`src/rtl/pcnt_pkg.sv`:
```
package pcnt_pkg;
  // Bus address decode
  localparam logic ADDR_LOW  = 1'b0;
  localparam logic ADDR_HIGH = 1'b1;

  // Strobes from control to datapath
  typedef struct packed {
    logic countStep;
    logic wrLow;
    logic wrHigh;
    logic rdLow;
    logic rdHigh;
  } ctrl_t;
endpackage

```
`src/rtl/pcnt_ctrl.sv`:
```
module pcnt_ctrl
  import pcnt_pkg::*;
#(
  parameter int SYNC_STAGES = 2
) (
  input  logic  clk,
  input  logic  rstN,
  input  logic  pulseIn,
  input  logic  countEn,
  input  logic  busAddr,
  input  logic  busRd,
  input  logic  busWr,
  output ctrl_t ctrl
);
  localparam int CHAIN_W = SYNC_STAGES + 1;

  logic [CHAIN_W-1:0] syncChain;
  logic               riseSeen;

  genvar g;
  generate
    for (g = 0; g < CHAIN_W; g++) begin : gSync
      if (g == 0) begin : gFirst
        always_ff @(posedge clk) begin
          if (!rstN) syncChain[0] <= 1'b0;
          else       syncChain[0] <= pulseIn;
        end
      end else begin : gRest
        always_ff @(posedge clk) begin
          if (!rstN) syncChain[g] <= 1'b0;
          else       syncChain[g] <= syncChain[g-1];
        end
      end
    end
  endgenerate

  assign riseSeen = syncChain[SYNC_STAGES-1] & ~syncChain[SYNC_STAGES];

  always_comb begin
    ctrl           = '0;
    ctrl.countStep = riseSeen & countEn;
    // write strobe has priority over a simultaneous read
    ctrl.wrLow     = busWr & (busAddr == ADDR_LOW);
    ctrl.wrHigh    = busWr & (busAddr == ADDR_HIGH);
    ctrl.rdLow     = busRd & ~busWr & (busAddr == ADDR_LOW);
    ctrl.rdHigh    = busRd & ~busWr & (busAddr == ADDR_HIGH);
  end

  // one edge gives one step, never two in a row
  assert_single_step_R2: assert property (@(posedge clk) disable iff (!rstN)
    ctrl.countStep |=> !ctrl.countStep);

  // a step needs a synchronized high level just before it
  assert_step_from_edge_R2: assert property (@(posedge clk) disable iff (!rstN)
    ctrl.countStep |=> syncChain[SYNC_STAGES]);
endmodule

```
`src/rtl/pcnt_datapath.sv`:
```
module pcnt_datapath
  import pcnt_pkg::*;
#(
  parameter int DATA_W = 8
) (
  input  logic              clk,
  input  logic              rstN,
  input  ctrl_t             ctrl,
  input  logic              wideMode,
  input  logic [DATA_W-1:0] busWrData,
  input  logic              ovfClear,
  output logic [DATA_W-1:0] busRdData,
  output logic              ovfFlag
);
  localparam int CNT_W = 2 * DATA_W;

  logic [DATA_W-1:0] cntLo;
  logic [DATA_W-1:0] cntHi;
  logic [DATA_W-1:0] hiBuf;
  logic [CNT_W-1:0]  cntWide;
  logic [CNT_W-1:0]  cntWideNext;
  logic [DATA_W-1:0] cntLoNext;
  logic              stepTaken;
  logic              wrapHit;

  assign cntWide     = {cntHi, cntLo};
  assign cntWideNext = cntWide + CNT_W'(1);
  assign cntLoNext   = cntLo + DATA_W'(1);
  assign stepTaken   = ctrl.countStep & ~ctrl.wrLow;
  assign wrapHit     = stepTaken & (wideMode ? (&cntWide) : (&cntLo));

  // live counter
  always_ff @(posedge clk) begin
    if (!rstN) begin
      cntLo <= '0;
      cntHi <= '0;
    end else if (ctrl.wrLow) begin
      cntLo <= busWrData;
      if (wideMode) cntHi <= hiBuf;
    end else if (stepTaken) begin
      if (wideMode) begin
        cntLo <= cntWideNext[DATA_W-1:0];
        cntHi <= cntWideNext[CNT_W-1:DATA_W];
      end else begin
        cntLo <= cntLoNext;
      end
    end
  end

  // shared high-byte holding register
  always_ff @(posedge clk) begin
    if (!rstN)            hiBuf <= '0;
    else if (ctrl.wrHigh) hiBuf <= busWrData;
    else if (ctrl.rdLow)  hiBuf <= cntHi;
  end

  // registered read data
  always_ff @(posedge clk) begin
    if (!rstN)            busRdData <= '0;
    else if (ctrl.rdLow)  busRdData <= cntLo;
    else if (ctrl.rdHigh) busRdData <= hiBuf;
  end

  // sticky overflow, set beats clear
  always_ff @(posedge clk) begin
    if (!rstN)        ovfFlag <= 1'b0;
    else if (wrapHit) ovfFlag <= 1'b1;
    else if (ovfClear) ovfFlag <= 1'b0;
  end

  assert_rd_capture_R3: assert property (@(posedge clk) disable iff (!rstN)
    ctrl.rdLow |=> (busRdData == $past(cntLo)) && (hiBuf == $past(cntHi)));

  assert_buf_hold_R4: assert property (@(posedge clk) disable iff (!rstN)
    (!ctrl.wrHigh && !ctrl.rdLow) |=> $stable(hiBuf));

  assert_high_write_isolated_R5: assert property (@(posedge clk) disable iff (!rstN)
    (ctrl.wrHigh && !ctrl.countStep) |=> ($stable(cntHi) && $stable(cntLo)));

  assert_low_write_R6: assert property (@(posedge clk) disable iff (!rstN)
    (ctrl.wrLow && wideMode) |=> ({cntHi, cntLo} == {$past(hiBuf), $past(busWrData)}));

  assert_step_R2: assert property (@(posedge clk) disable iff (!rstN)
    (ctrl.countStep && !ctrl.wrLow && wideMode) |=>
      ({cntHi, cntLo} == CNT_W'($past({cntHi, cntLo}) + CNT_W'(1))));

  assert_narrow_hi_R8: assert property (@(posedge clk) disable iff (!rstN)
    !wideMode |=> $stable(cntHi));

  assert_ovf_sticky_R9: assert property (@(posedge clk) disable iff (!rstN)
    (ovfFlag && !ovfClear) |=> ovfFlag);

  assert_ovf_cause_R9: assert property (@(posedge clk) disable iff (!rstN)
    $rose(ovfFlag) |-> ($past(ctrl.countStep) && (cntLo == '0)));

  assert_wr_wins_R10: assert property (@(posedge clk) disable iff (!rstN)
    (ctrl.wrLow && ctrl.countStep) |=> (cntLo == $past(busWrData)));

  assert_rd_idle_R11: assert property (@(posedge clk) disable iff (!rstN)
    (!ctrl.rdLow && !ctrl.rdHigh) |=> $stable(busRdData));
endmodule

```
`src/rtl/latched_pulse_counter.sv`:
```
module latched_pulse_counter
  import pcnt_pkg::*;
#(
  parameter int DATA_W      = 8,
  parameter int SYNC_STAGES = 2
) (
  input  logic              clk,
  input  logic              rstN,
  input  logic              pulseIn,
  input  logic              countEn,
  input  logic              wideMode,
  input  logic              busAddr,
  input  logic [DATA_W-1:0] busWrData,
  input  logic              busRd,
  input  logic              busWr,
  output logic [DATA_W-1:0] busRdData,
  input  logic              ovfClear,
  output logic              ovfFlag
);
  ctrl_t ctrl;

  pcnt_ctrl #(.SYNC_STAGES(SYNC_STAGES)) uCtrl (
    .clk     (clk),
    .rstN    (rstN),
    .pulseIn (pulseIn),
    .countEn (countEn),
    .busAddr (busAddr),
    .busRd   (busRd),
    .busWr   (busWr),
    .ctrl    (ctrl)
  );

  pcnt_datapath #(.DATA_W(DATA_W)) uData (
    .clk       (clk),
    .rstN      (rstN),
    .ctrl      (ctrl),
    .wideMode  (wideMode),
    .busWrData (busWrData),
    .ovfClear  (ovfClear),
    .busRdData (busRdData),
    .ovfFlag   (ovfFlag)
  );
endmodule

```
`config.mk`:
```
export PLATFORM = sky130hd
export DESIGN_NAME = latched_pulse_counter
export DESIGN_NICKNAME = d
export VERILOG_FILES = /design/src/rtl/pcnt_pkg.sv /design/src/rtl/pcnt_ctrl.sv /design/src/rtl/pcnt_datapath.sv /design/src/rtl/latched_pulse_counter.sv
export SDC_FILE = /design/constraint.sdc
export NUM_CORES = 1
export LEC_CHECK = 0
export BUFFER_PORTS_ARGS = -buffer_cell sky130_fd_sc_hd__buf_2
export CORE_MARGIN = 2
export CORE_UTILIZATION = 39
export DETAILED_ROUTE_END_ITERATION = 16
export GPL_ROUTABILITY_DRIVEN = 0
export GPL_TIMING_DRIVEN = 0
export PLACE_DENSITY_LB_ADDON = 0.3
export SLEW_MARGIN = 20
export SYNTH_ARGS = -nofsm -noshare
export SYNTH_HDL_FRONTEND = slang
export SYNTH_SLANG_ARGS = --single-unit
export TNS_END_PERCENT = 100
```
`constraint.sdc`:
```
create_clock -name clk -period 2 [get_ports clk]
set_clock_uncertainty 0.2 [all_clocks]
set_input_delay 0.2 -clock clk [delete_from_list [all_inputs] [get_ports clk]]
set_output_delay 0.2 -clock clk [all_outputs]
set_load 0.02 [all_outputs]
```
==> impl_metrics.ini <==
[clocking]
clk_pin_slew_worst_paths_ps = 70
cts_tree = built
numCtsBuffers = 5
clock_sinks = 36
root_buffer = clkbuf_8
clk-insertion-delay-late_ps = 290
ctsLongestPathBuffers = 2
htreeDepth = 2

[worst_setup_path]
crit_start = uData.cntLo[6]
r2r_slack_ps = 60
cp_max_fo = 9
cp-start-kind = register
crit_end = uData.cntHi[2]
endpoint_kind = register
critPathKind = register to register
cp.required_ps = 2020
rr_endpoint = uData.cntHi[2]
reg2reg_depth = 4
r2r_start = uData.cntLo[6]
arrival_ps = 1960

[finish]
layout_common_cells = dfxtp_1 (32), buf_2 (31), nor2_1 (23)
fillCellCount = 464
n_antenna_cell = 0
areaGrowthSynthToFinish_pct = 19.64
fin_area_um2 = 2256
layout-drive-gt1-share_pct = 21.21
finalNetCount = 281
final-seq-area_um2 = 730.7
multi_input_area_um2 = 1090
layout_commonest_cell = dfxtp_1

[global_route]
grt_usage_pct = 19.95
gr-total-overflow = 0
grt_max_degree = 13
antenna_found_initial = 0
grt_pass1_vias = 1641
grt_pass1_wl_mm = 8.128

[synthesis]
synthCells = 227
yosys_most_used_dff = dfxtp_1
async_reset_ff_share_pct = 0
synth_nets = 245
synth_seq_cells = 36
ys_types = 43
synth_edf_count = 0
ys_seq_area_share_pct = 38.22
ys_warn_count = 0
synthesis.area_um2 = 1886
postSynthAreaPerCell_um2 = 8.306

[route]
wl_mm = 5.193
detail_route.first_pass.iterations = 4
via_per_inst = 5.770
wl_per_cell_um = 16.33
ant_nets = 0
drc_errors = 0
drt_iter0_drc = 169
vias = 1835

[die]
initial_core_util_pct = 40.19
die_x_um = 73.53
die_height_um = 73.53
io_pins = 26
core_um2 = 4692
dieArea_um2 = 5407
rows = 25

[job]
cap_violations = 0

[sta]
period_minus_slack_ps = 1942
hold_violations = 0
clock.fmax_mhz = 514.9
setup_viol = 0
maxSlewViolCount = 0
slew_headroom_pct = 64.81
tightest_slew_ps = 527.8
fin_crit_sh_pct = 97.10

[min_path]
worstHoldPathCells = 3
hold_path.class = input port to register

[pwr]
power.density_nw_per_um2 = 745.9
peakVddDrop_v = 0.0003458
fin_total_pwr_mw = 1.683
p_leak_nw = 0.8058

[place]
post_dp_cell_area_um2 = 2078
hpwl_mm = 3.781
io_buffers = 25

[run_status]
status = complete, no violations
==> state kept, by name, summed over array words and instances (netlist names) <==
| name | cells |
|---|---|
| uData.cntLo | 8 |
| uData.hiBuf | 8 |
| uData.cntHi | 8 |
| uData.busRdData | 8 |
| uCtrl.syncChain | 3 |
| uData.ovfFlag | 1 |
==> critical path, cell delays in order, from the launching register on <==
cell	delay, ps
dfxtp_1	430
nand4_4	220
or3_4	450
or4_1	410
a31oi_1	160
==> stage by stage <==
step	hold slack, ps	cells	utilization (%)	TNS [ps]	setup slack, ps
2_1_floorplan	127.3	227	-	0	139.5
3_3_place_gp	212.4	306	44.29	-14.69	-14.69
3_5_place_dp	219.1	306	44.29	-38.75	-38.75
4_1_cts	5.992	315	47.20	0	26.62
5_1_grt	18.87	318	48.08	-5.206	-5.206
6_report	3.850	318	48.08	0	57.96
==> cell type report <==
class	instances	area share (%)
multi-input combinational	170	48.31
timing repair buffer	31	7.876
clock inverter	3	1.886
clock buffer	5	3.050
inverter	4	0.6656
tap	54	2.995
buffer	15	2.829
sequential	36	32.39
==> logic make-up (layout without fill, tap and decap cells) <==
group | count (synthesis) | after routing | share of synthesized area [%]
multiplexers | 12 | 12 | 6.503
AO/OA/AOI/OAI | 56 | 56 | 20.44
AND/OR/NAND/NOR | 95 | 95 | 26.81
buffers and inverters | 21 | 58 | 4.578
adder cells (fa/ha/maj) | 1 | 1 | 0.6635
XOR/XNOR | 6 | 6 | 2.787
flip-flops | 36 | 36 | 38.22
==> synthesized netlist by cell type (all sizes together) (2+ instances only) <==
master	instances	share of area (%)
buf	6	1.6
nor3	4	1.1
a211oi	9	3.6
o2111ai	3	1.4
inv	3	0.60
dfxtp	36	38
a21o	2	0.80
nand4	8	3.5
nand3b	2	0.80
a21oi	10	2.7
o311ai	2	0.93
and2	3	1.0
nand2b	3	1.0
mux2	2	1.2
xnor2	4	1.9
and3	2	0.66
nand4b	3	1.4
nand3	18	5.0
a31oi	3	1.0
mux2i	10	5.3
o22ai	2	0.66
nor2	23	4.6
nand2	18	3.6
or3	3	1.4
a311oi	9	4.2
nor4	4	1.3
nor2b	2	0.66
o21ai	11	2.9
xor2	2	0.93
clkbuf	11	2.2
==> what timing repair did <==
action	4_1_cts	5_1_grt
hold endpoints to repair	3	0
pin swaps	0	0
cloned	0	0
buffers inserted	0	3
endpoints found under the setup margin	1	1
gates resized for setup	2	7
hold buffers	3	0
==> per-layer routing <==
layer	global-route usage, %	share of wire [%]
met1	28.52	49
met2	29.56	43
met3	4.252	7.2
met4	6.869	1.1
met5	0	0
==> where the power goes <==
part / internal, mW / switching (mW)
combinational: 0.0953 / 0.137
clock: 0.369 / 0.276
sequential: 0.760 / 0.0453
==> worst min-delay path by stage <==
| stage | start | endpoint | slack, ps |
|---|---|---|---|
| floorplan | pulseIn | uCtrl.syncChain[0] | 130 |
| global placement | pulseIn | uCtrl.syncChain[0] | 210 |
| detailed placement | pulseIn | uCtrl.syncChain[0] | 220 |
| CTS | busWrData[7] | uData.hiBuf[7] | 6 |
| global route | busWrData[7] | uData.hiBuf[7] | 20 |
| finish | busWrData[7] | uData.hiBuf[7] | 4 |
(Power assumes the default switching activity.)
